### src/rtl/nco_pkg.sv
package nco_pkg;
  localparam int FCW_W  = 32;
  localparam int ACC_W  = 31;
  localparam int PH_W   = 8;
  localparam int REG_W  = 16;
  localparam int ADDR_W = 3;

  localparam logic [ADDR_W-1:0] A_CTRL  = 3'd0;
  localparam logic [ADDR_W-1:0] A_FHI   = 3'd1;
  localparam logic [ADDR_W-1:0] A_FLO   = 3'd2;
  localparam logic [ADDR_W-1:0] A_PHOFF = 3'd3;
  localparam logic [ADDR_W-1:0] A_DBHI  = 3'd4;
  localparam logic [ADDR_W-1:0] A_DBLO  = 3'd5;

  localparam logic [FCW_W-1:0] DB_RESET = 32'h284BDA13;

  typedef enum logic [1:0] {
    STD_NTSC = 2'd0,
    STD_PAL  = 2'd1,
    STD_PALM = 2'd2,
    STD_PALN = 2'd3
  } std_e;

  typedef struct packed {
    logic             clearAcc;
    logic [FCW_W-1:0] wordMain;
    logic [FCW_W-1:0] wordAlt;
    logic             pickAlt;
    logic [PH_W-1:0]  offset;
  } nco_strobe_t;

  function automatic logic [FCW_W-1:0] builtinWord(std_e s);
    case (s)
      STD_NTSC: return 32'h21F07C1F;
      STD_PAL:  return 32'h2A098ACB;
      STD_PALM: return 32'h21E6EFE3;
      default:  return 32'h21F69446;
    endcase
  endfunction
endpackage

### src/rtl/nco_ctrl.sv
module nco_ctrl
  import nco_pkg::*;
(
  input  logic              clk,
  input  logic              rst_n,
  input  logic              softReset,
  input  logic              wrEn,
  input  logic [ADDR_W-1:0] wrAddr,
  input  logic [REG_W-1:0]  wrData,
  input  logic              lineAlt,
  output nco_strobe_t       strb
);
  std_e             stdSel;
  logic             secamEn;
  logic             customEn;
  logic [REG_W-1:0] hiStage;
  logic [REG_W-1:0] dbHiStage;
  logic [FCW_W-1:0] progWord;
  logic [FCW_W-1:0] dbWord;
  logic [PH_W-1:0]  phaseOff;

  always_ff @(posedge clk or negedge rst_n) begin
    if (!rst_n) begin
      stdSel    <= STD_NTSC;
      secamEn   <= 1'b0;
      customEn  <= 1'b0;
      hiStage   <= '0;
      dbHiStage <= DB_RESET[FCW_W-1 -: REG_W];
      progWord  <= '0;
      dbWord    <= DB_RESET;
      phaseOff  <= '0;
    end else if (wrEn) begin
      case (wrAddr)
        A_CTRL: begin
          stdSel   <= std_e'(wrData[1:0]);
          secamEn  <= wrData[2];
          customEn <= wrData[3];
        end
        A_FHI:   hiStage   <= wrData;
        A_FLO:   progWord  <= {hiStage, wrData};
        A_PHOFF: phaseOff  <= wrData[PH_W-1:0];
        A_DBHI:  dbHiStage <= wrData;
        A_DBLO:  dbWord    <= {dbHiStage, wrData};
        default: ;
      endcase
    end
  end

  always_comb begin
    strb.clearAcc = softReset;
    strb.wordMain = (secamEn || customEn) ? progWord : builtinWord(stdSel);
    strb.wordAlt  = dbWord;
    strb.pickAlt  = secamEn & lineAlt;
    strb.offset   = phaseOff;
  end

  // a low-half write commits the staged high half with the new low half
  p_commit_r5: assert property (@(posedge clk) disable iff (!rst_n)
    (wrEn && wrAddr == A_FLO) |=> progWord == {$past(hiStage), $past(wrData)});

  // a high-half write alone leaves the active word untouched
  p_hi_hold_r5: assert property (@(posedge clk) disable iff (!rst_n)
    (wrEn && wrAddr == A_FHI) |=> $stable(progWord));

  // the Db word commits the same way
  p_db_commit_r6: assert property (@(posedge clk) disable iff (!rst_n)
    (wrEn && wrAddr == A_DBLO) |=> dbWord == {$past(dbHiStage), $past(wrData)});

  // unused addresses leave the words alone
  p_unused_r9: assert property (@(posedge clk) disable iff (!rst_n)
    (wrEn && wrAddr > A_DBLO) |=> ($stable(progWord) && $stable(dbWord) && $stable(phaseOff)));
endmodule

### src/rtl/nco_datapath.sv
module nco_datapath
  import nco_pkg::*;
#(
  parameter int AW = ACC_W,
  parameter int PW = PH_W,
  parameter int NACC = 2
) (
  input  logic          clk,
  input  logic          rst_n,
  input  nco_strobe_t   strb,
  output logic [PW-1:0] phaseOut
);
  logic [AW-1:0] acc  [NACC];
  logic [AW-1:0] step [NACC];

  assign step[0] = strb.wordMain[AW-1:0];
  assign step[1] = strb.wordAlt[AW-1:0];

  for (genvar g = 0; g < NACC; g++) begin : g_acc
    always_ff @(posedge clk or negedge rst_n) begin
      if (!rst_n)             acc[g] <= '0;
      else if (strb.clearAcc) acc[g] <= '0;
      else                    acc[g] <= acc[g] + step[g];
    end
  end

  logic [AW-1:0] selAcc;
  assign selAcc   = strb.pickAlt ? acc[1] : acc[0];
  assign phaseOut = selAcc[AW-1 -: PW] + strb.offset;

  // soft reset zeroes both accumulators
  p_clear_r8: assert property (@(posedge clk) disable iff (!rst_n)
    strb.clearAcc |=> (acc[0] == '0 && acc[1] == '0));

  // the main accumulator advances by its word modulo 2^AW
  p_step_r2: assert property (@(posedge clk) disable iff (!rst_n)
    !strb.clearAcc |=> acc[0] == AW'($past(acc[0]) + $past(step[0])));

  // the Db accumulator advances by its own word
  p_step_alt_r6: assert property (@(posedge clk) disable iff (!rst_n)
    !strb.clearAcc |=> acc[1] == AW'($past(acc[1]) + $past(step[1])));
endmodule

### src/rtl/subcarrier_nco.sv
module subcarrier_nco
  import nco_pkg::*;
(
  input  logic              clk,
  input  logic              rst_n,
  input  logic              softReset,
  input  logic              wrEn,
  input  logic [ADDR_W-1:0] wrAddr,
  input  logic [REG_W-1:0]  wrData,
  input  logic              lineAlt,
  output logic [PH_W-1:0]   phaseOut
);
  nco_strobe_t strb;

  nco_ctrl u_ctrl (
    .clk(clk), .rst_n(rst_n), .softReset(softReset), .wrEn(wrEn),
    .wrAddr(wrAddr), .wrData(wrData), .lineAlt(lineAlt), .strb(strb)
  );

  nco_datapath #(.AW(ACC_W), .PW(PH_W), .NACC(2)) u_dp (
    .clk(clk), .rst_n(rst_n), .strb(strb), .phaseOut(phaseOut)
  );
endmodule

### config.mk
export PLATFORM = sky130hd
export DESIGN_NAME = subcarrier_nco
export DESIGN_NICKNAME = d
export VERILOG_FILES = /design/src/rtl/nco_pkg.sv /design/src/rtl/nco_ctrl.sv /design/src/rtl/nco_datapath.sv /design/src/rtl/subcarrier_nco.sv
export SDC_FILE = /design/constraint.sdc
export NUM_CORES = 1
export LEC_CHECK = 0
export ABC_AREA = 1
export CAP_MARGIN = 10
export CORE_ASPECT_RATIO = 1.1
export CORE_MARGIN = 4
export CORE_UTILIZATION = 55
export CTS_BUF_LIST = sky130_fd_sc_hd__clkbuf_4
export CTS_CLUSTER_SIZE = 16
export DETAILED_ROUTE_END_ITERATION = 16
export GPL_ROUTABILITY_DRIVEN = 0
export GPL_TIMING_DRIVEN = 0
export MAX_ROUTING_LAYER = met4
export PLACE_DENSITY_LB_ADDON = 0.08
export SYNTH_ARGS = -nofsm -noshare
export SYNTH_HDL_FRONTEND = slang
export SYNTH_SLANG_ARGS = --single-unit
### constraint.sdc
create_clock -name clk -period 2.4 [get_ports clk]
set_input_delay 0.24 -clock clk [delete_from_list [all_inputs] [get_ports clk]]
set_output_delay 0.24 -clock clk [all_outputs]
set_load 0.02 [all_outputs]
; ---- After elaboration in Yosys (flattened, before gate mapping)
; Index checks and enable logic that the tools add are counted.
[word_totals]
reg_bits = 166
output_inout_bits = 8
elab_cells = 35
[classes]
addsub = 3
eq_ne = 7
muxes = 5
bitwise_logic = 1
n_reduce_logical = 9
[op_table]
columns = op, n
row1 = $mux 31, 4
row2 = $pmux 28 s3, 1
row3 = $add 31x31->31, 2
row4 = $reduce_and 2->1, 6
row5 = $add 8x8->8, 1
row6 = $eq 3x2->1 const B, 2
row7 = $eq 3x3->1 const B, 2
row8 = $eq 3x1->1 const B, 1
row9 = $logic_not 3->1, 1
row10 = $eq 2x1->1 const B, 1
row11 = $eq 2x2->1 const B, 1
row12 = $logic_not 2->1, 1
row13 = $and 1x1->1, 1
row14 = $logic_or 1x1->1, 1

; ---- Logic depth before layout (Yosys ltp)
[depth]
word_depth = 5
mapped_depth = 18
mapped_depth_nobuf = 18

; ---- Cells and area by module
; A second synthesis with hierarchy kept.
[hier_totals]
cells_unflattened = 1683
area_unflattened_um2 = 11472.3
[modules_own_cells]
columns = mod, n_inst, cells_each, area_per_inst_um2
row1 = nco_datapath, 1, 1110, 6713.9
row2 = nco_ctrl, 1, 573, 4758.3

; ---- Worst setup path before layout
; OpenSTA, ideal clock, no wires.
[synth_path]
path_type = reg2out
startpoint = register u_ctrl.secamEn
endpoint = output port phaseOut[6]
arrival_time_ns = 2.262
required_ns = 2.160
path_slack_ns = -0.102
stages_incl_launch_ff = 11
n_path_buf = 0
path_cell_list = dfrtp_1 -> nand2_1 -> mux2_2 -> ha_1 -> fa_1 -> nand3_1 -> nand2_1 -> a21oi_1 -> nor2_1 -> nor2_1 -> xnor2_1
[synth_via]
elab_chain_len = 3
[synth_lines]
columns = element, line
row1 = start: declaration, nco_ctrl.sv:14  ; logic secamEn;
row2 = start signal: assignment, nco_ctrl.sv:36  ; secamEn <= wrData[2];
row3 = $and 1x1->1, nco_ctrl.sv:53  ; strb.pickAlt = secamEn & lineAlt;
row4 = $mux 31, nco_datapath.sv:28  ; assign selAcc = strb.pickAlt ? acc[1] : acc[0];
row5 = $add 8x8->8, nco_datapath.sv:29  ; assign phaseOut = selAcc[AW-1 -: PW] + strb.offset;
row6 = end: declaration, subcarrier_nco.sv:11  ; output logic [PH_W-1:0] phaseOut
; No other way between the ends.

; ---- Worst setup path after layout
[layout_path]
startpoint = register u_ctrl.secamEn
endpoint = output port phaseOut[4]
; The elaborated chain is that of the path after synthesis.

==> results.md <==
- Fillers: approximately 1500
- Combinational power share: 0.634
- First-pass GRT wire length: 50.15 mm
- Switch Pwr: 8.143 mW
- Worst IR Drop VDD: slightly above 1 mV
- Clk sinks: roughly 170
- Startpoint Class: register
- Synth Warn #: 0
- Critical path class: reg2out
- Slew Limit Fails: 0
- PortBufs: 31
- Syn_area_per_cell: roughly 7.1 µm²
- Top cells by count, synth: nand2_1 (493), inv_1 (234), nor2_1 (162)
- Slew HR: 0.3619
- Starting density of the core: 0.5658
- Final setup fails: 34
- Hold Crit Class: in2async
- CTS Buffer Depth: 2
- CTS clk-pin slew, worst paths: approximately 0.20 ns
- Crit end category: output pin
- Most common cell in the netlist: nand2_1
- I/O pin total: 32
- Area fraction of the dominant cell type after synthesis: 0.3346
- Pleak: 7.411 nW
- Drt via density: 5.516
- H-tree depth: 4
- Layout cells sized above 1: 0.2643
- Crit path max fanout: 3
- Met3 wire len: about 1.8 mm
- Post-synthesis sequential area ratio: 0.3828
- Final Power: 17.13 mW
- Average wire per standard cell: between 15 and 20 µm
- Placeable Area: 19300 µm²
- Initial antenna violation count: 1
- Tcrit/Tclk final: 1.249
- Hold Vio Cnt, Final: 0
- Die area: around 22000 µm²
- CTS tree: built
- Die X: ~140 µm
- Drt first-iter violations: 658
- Post-Layout Cell Count: approximately 1900
- Synth cell types: 33
- Die Ht: roughly 160 µm
- Antenna Nets Post-Route: 0
- Fin nets: approximately 1800
- Tot GR Track Use: 0.2988
- Clk pwr share: 0.118
- Vias in the first global route: 10010
- TritonCTS Buffers: 17
- Sw Share: 0.4753
- HPWL Detailed: roughly 23 mm
- Worst slack at placement: -1.021 ns
- Max-cap violation count: 0
- Top Metal Used: met4
- Global route total overflow: 0
- Largest net degree at the start of global routing: between 100 and 150
- Clock Latency Late Sink: 0.61 ns
- Met2 wire length: 17.79 mm
- Drt pass-1 iters: 7
- Overall routed net length: 34.58 mm
- Seq pwr share: 0.248
- Post-Syn Nets: around 1600
- Post-route setup slack: -0.5969 ns
- Top post-synthesis cells by area: dfrtp_1 (33%), nand2_1 (17%), ha_1 (8.5%), inv_1 (8.0%), nor2_1 (5.6%)
- Fin crit period: approximately 3 ns
- Multi-input logic area: 7072 µm²
- EDFF count, synth: 0
- Ys async rst share: 1.000
- Register area: 4179 µm²
- Design area: approximately 14000 µm²
- Top FF cell, synth: dfrtp_1
- # rows: 53
- Cell Pwr Density: approximately 1200 nW/µm²
- Internal power: 8.989 mW
- Met1 Wirelength: ~13 mm
- RSZ-0062 raised after global routing: yes
- Root buffer selected by CTS: clkbuf_4
- WHS: roughly 0.12 ns
- Synthesized area: between 10000 and 15000 µm²
- DP Area: 11580 µm²
- Crit path DAT: 2.76 ns
- Synth-to-Final Area Change: 27.49%
- DRC: 0
- F_max: approximately 330 MHz
- Critical Path RT: ~2.2 ns
- Skew final: 0.06039 ns
- Worst Max-Slew Pin Slew: 0.9571 ns
- Cells after Synth: approximately 1500
- Area leader, netlist: dfrtp_1
- Status: complete, but fails checks
- Failing checks: setup timing
- Placed cell count: 1811
- Yosys reg bits: approximately 170
- Via count: between 10000 and 15000
## placed cells by master (no fill, tap or decap), types with 7 or more instances in the layout
cell type / count
nand2_4: 24
ha_4: 24
a21oi_1: 56
nand4_1: 10
clkdlybuf4s50_1: 22
nand2_1: 407
ha_1: 48
nand3_2: 16
inv_1: 220
clkbuf_4: 20
clkbuf_1: 15
inv_2: 12
nand3_4: 10
nand2_2: 71
buf_4: 51
a21oi_4: 9
o21ai_1: 7
dfrtp_1: 146
a21oi_2: 18
dfstp_2: 20
nor2_4: 27
mux2_2: 30
buf_2: 7
inv_4: 8
nor2_1: 126
o21ai_0: 87
nand3_1: 44
buf_6: 18
nor2_2: 22
## power by group through the flow
| stage | Combinational [mW] | Sequential [mW] | Clock, mW |
|---|---|---|---|
| 2_1_floorplan | 5.36 | 3.98 | 0 |
| 3_3_place_gp | 6.91 | 4.17 | 0 |
| 3_5_place_dp | 7.07 | 4.19 | 0 |
| 4_1_cts | 8.81 | 4.18 | 2.04 |
| 5_1_grt | 11.8 | 4.31 | 2.17 |
| 6_report | 10.9 | 4.25 | 2.03 |
## worst paths after layout
path                                        start  slack, ns  depth (start not counted)             endpoint
min in group clk                       wrData[15]       0.26                          3    u_ctrl.dbWord[15]
worst min-delay path                        rst_n       0.12                          2         u_dp.acc[36]
worst max-delay path               u_ctrl.secamEn      -0.60                         10          phaseOut[4]
max in group asynchronous                   rst_n       1.33                          3  u_ctrl.dbHiStage[8]
worst min register to register  u_ctrl.hiStage[5]       0.50                          2    u_ctrl.hiStage[5]
worst max register to register     u_ctrl.secamEn      -0.52                         19         u_dp.acc[57]
## worst max-delay path: stages (launching register included)
cell and delay [ns]:
dfrtp_1 0.44, nand2_4 0.11, mux2_4 0.32, ha_4 0.17
fa_2 0.36, nand3_2 0.09, nand2_2 0.07, buf_4 0.14
buf_4 0.12, xor2_1 0.18, buf_4 0.18
## cell type report
class	instances	area share
buffer	26	0.01052
sequential	166	0.3002
clock buffer	20	0.01079
tap	247	0.02220
clock inverter	11	0.01429
timing repair buffer	98	0.06760
inverter	240	0.06616
multi-input combinational	1100	0.5080
antenna	1	0.0001798
## per-stage QoR
step	util	TNS, ns
2_1_floorplan	-	0
4_1_cts	0.6778	-6.361
3_3_place_gp	0.5987	-958.35
3_5_place_dp	0.6003	-18.59
6_report	0.7213	-11.58
5_1_grt	0.7213	-15.42
## registers in the layout (all words and copies together), names as in the netlist
name              cells
u_ctrl.dbWord        31
u_ctrl.customEn       1
u_dp.acc             62
u_ctrl.hiStage       15
u_ctrl.progWord      31
u_ctrl.stdSel         2
u_ctrl.dbHiStage     15
u_ctrl.secamEn        1
u_ctrl.phaseOff       8
## cells by family after synthesis
| family | Yosys count | share of synthesized area |
|---|---|---|
| AND/OR/NAND/NOR | 780 | 0.2930 |
| buffers and inverters | 266 | 0.09305 |
| AO/OA/AOI/OAI | 192 | 0.09180 |
| flip-flops | 166 | 0.3828 |
| adder cells (fa/ha/maj) | 77 | 0.09031 |
| multiplexers | 36 | 0.03702 |
| XOR/XNOR | 15 | 0.01203 |
## layer usage
layer  track usage  vias to the layer above
li1              -                     5024
met1        0.3428                     4960
met2        0.5354                      416
met3       0.03985                      130
met4        0.1041                        0
met5             -                        -
## what timing repair did
item / CTS / global route
gates resized for setup: 238 / 158
endpoints found under the setup margin: 35 / 35
setup buffers: 42 / 24
hold buffers: 1 / 0
pin swaps: 57 / 103
endpoints found under the hold margin: 64 / 0
cloned: 0 / 1
Note: power is estimated with default switching activity, not from simulation.
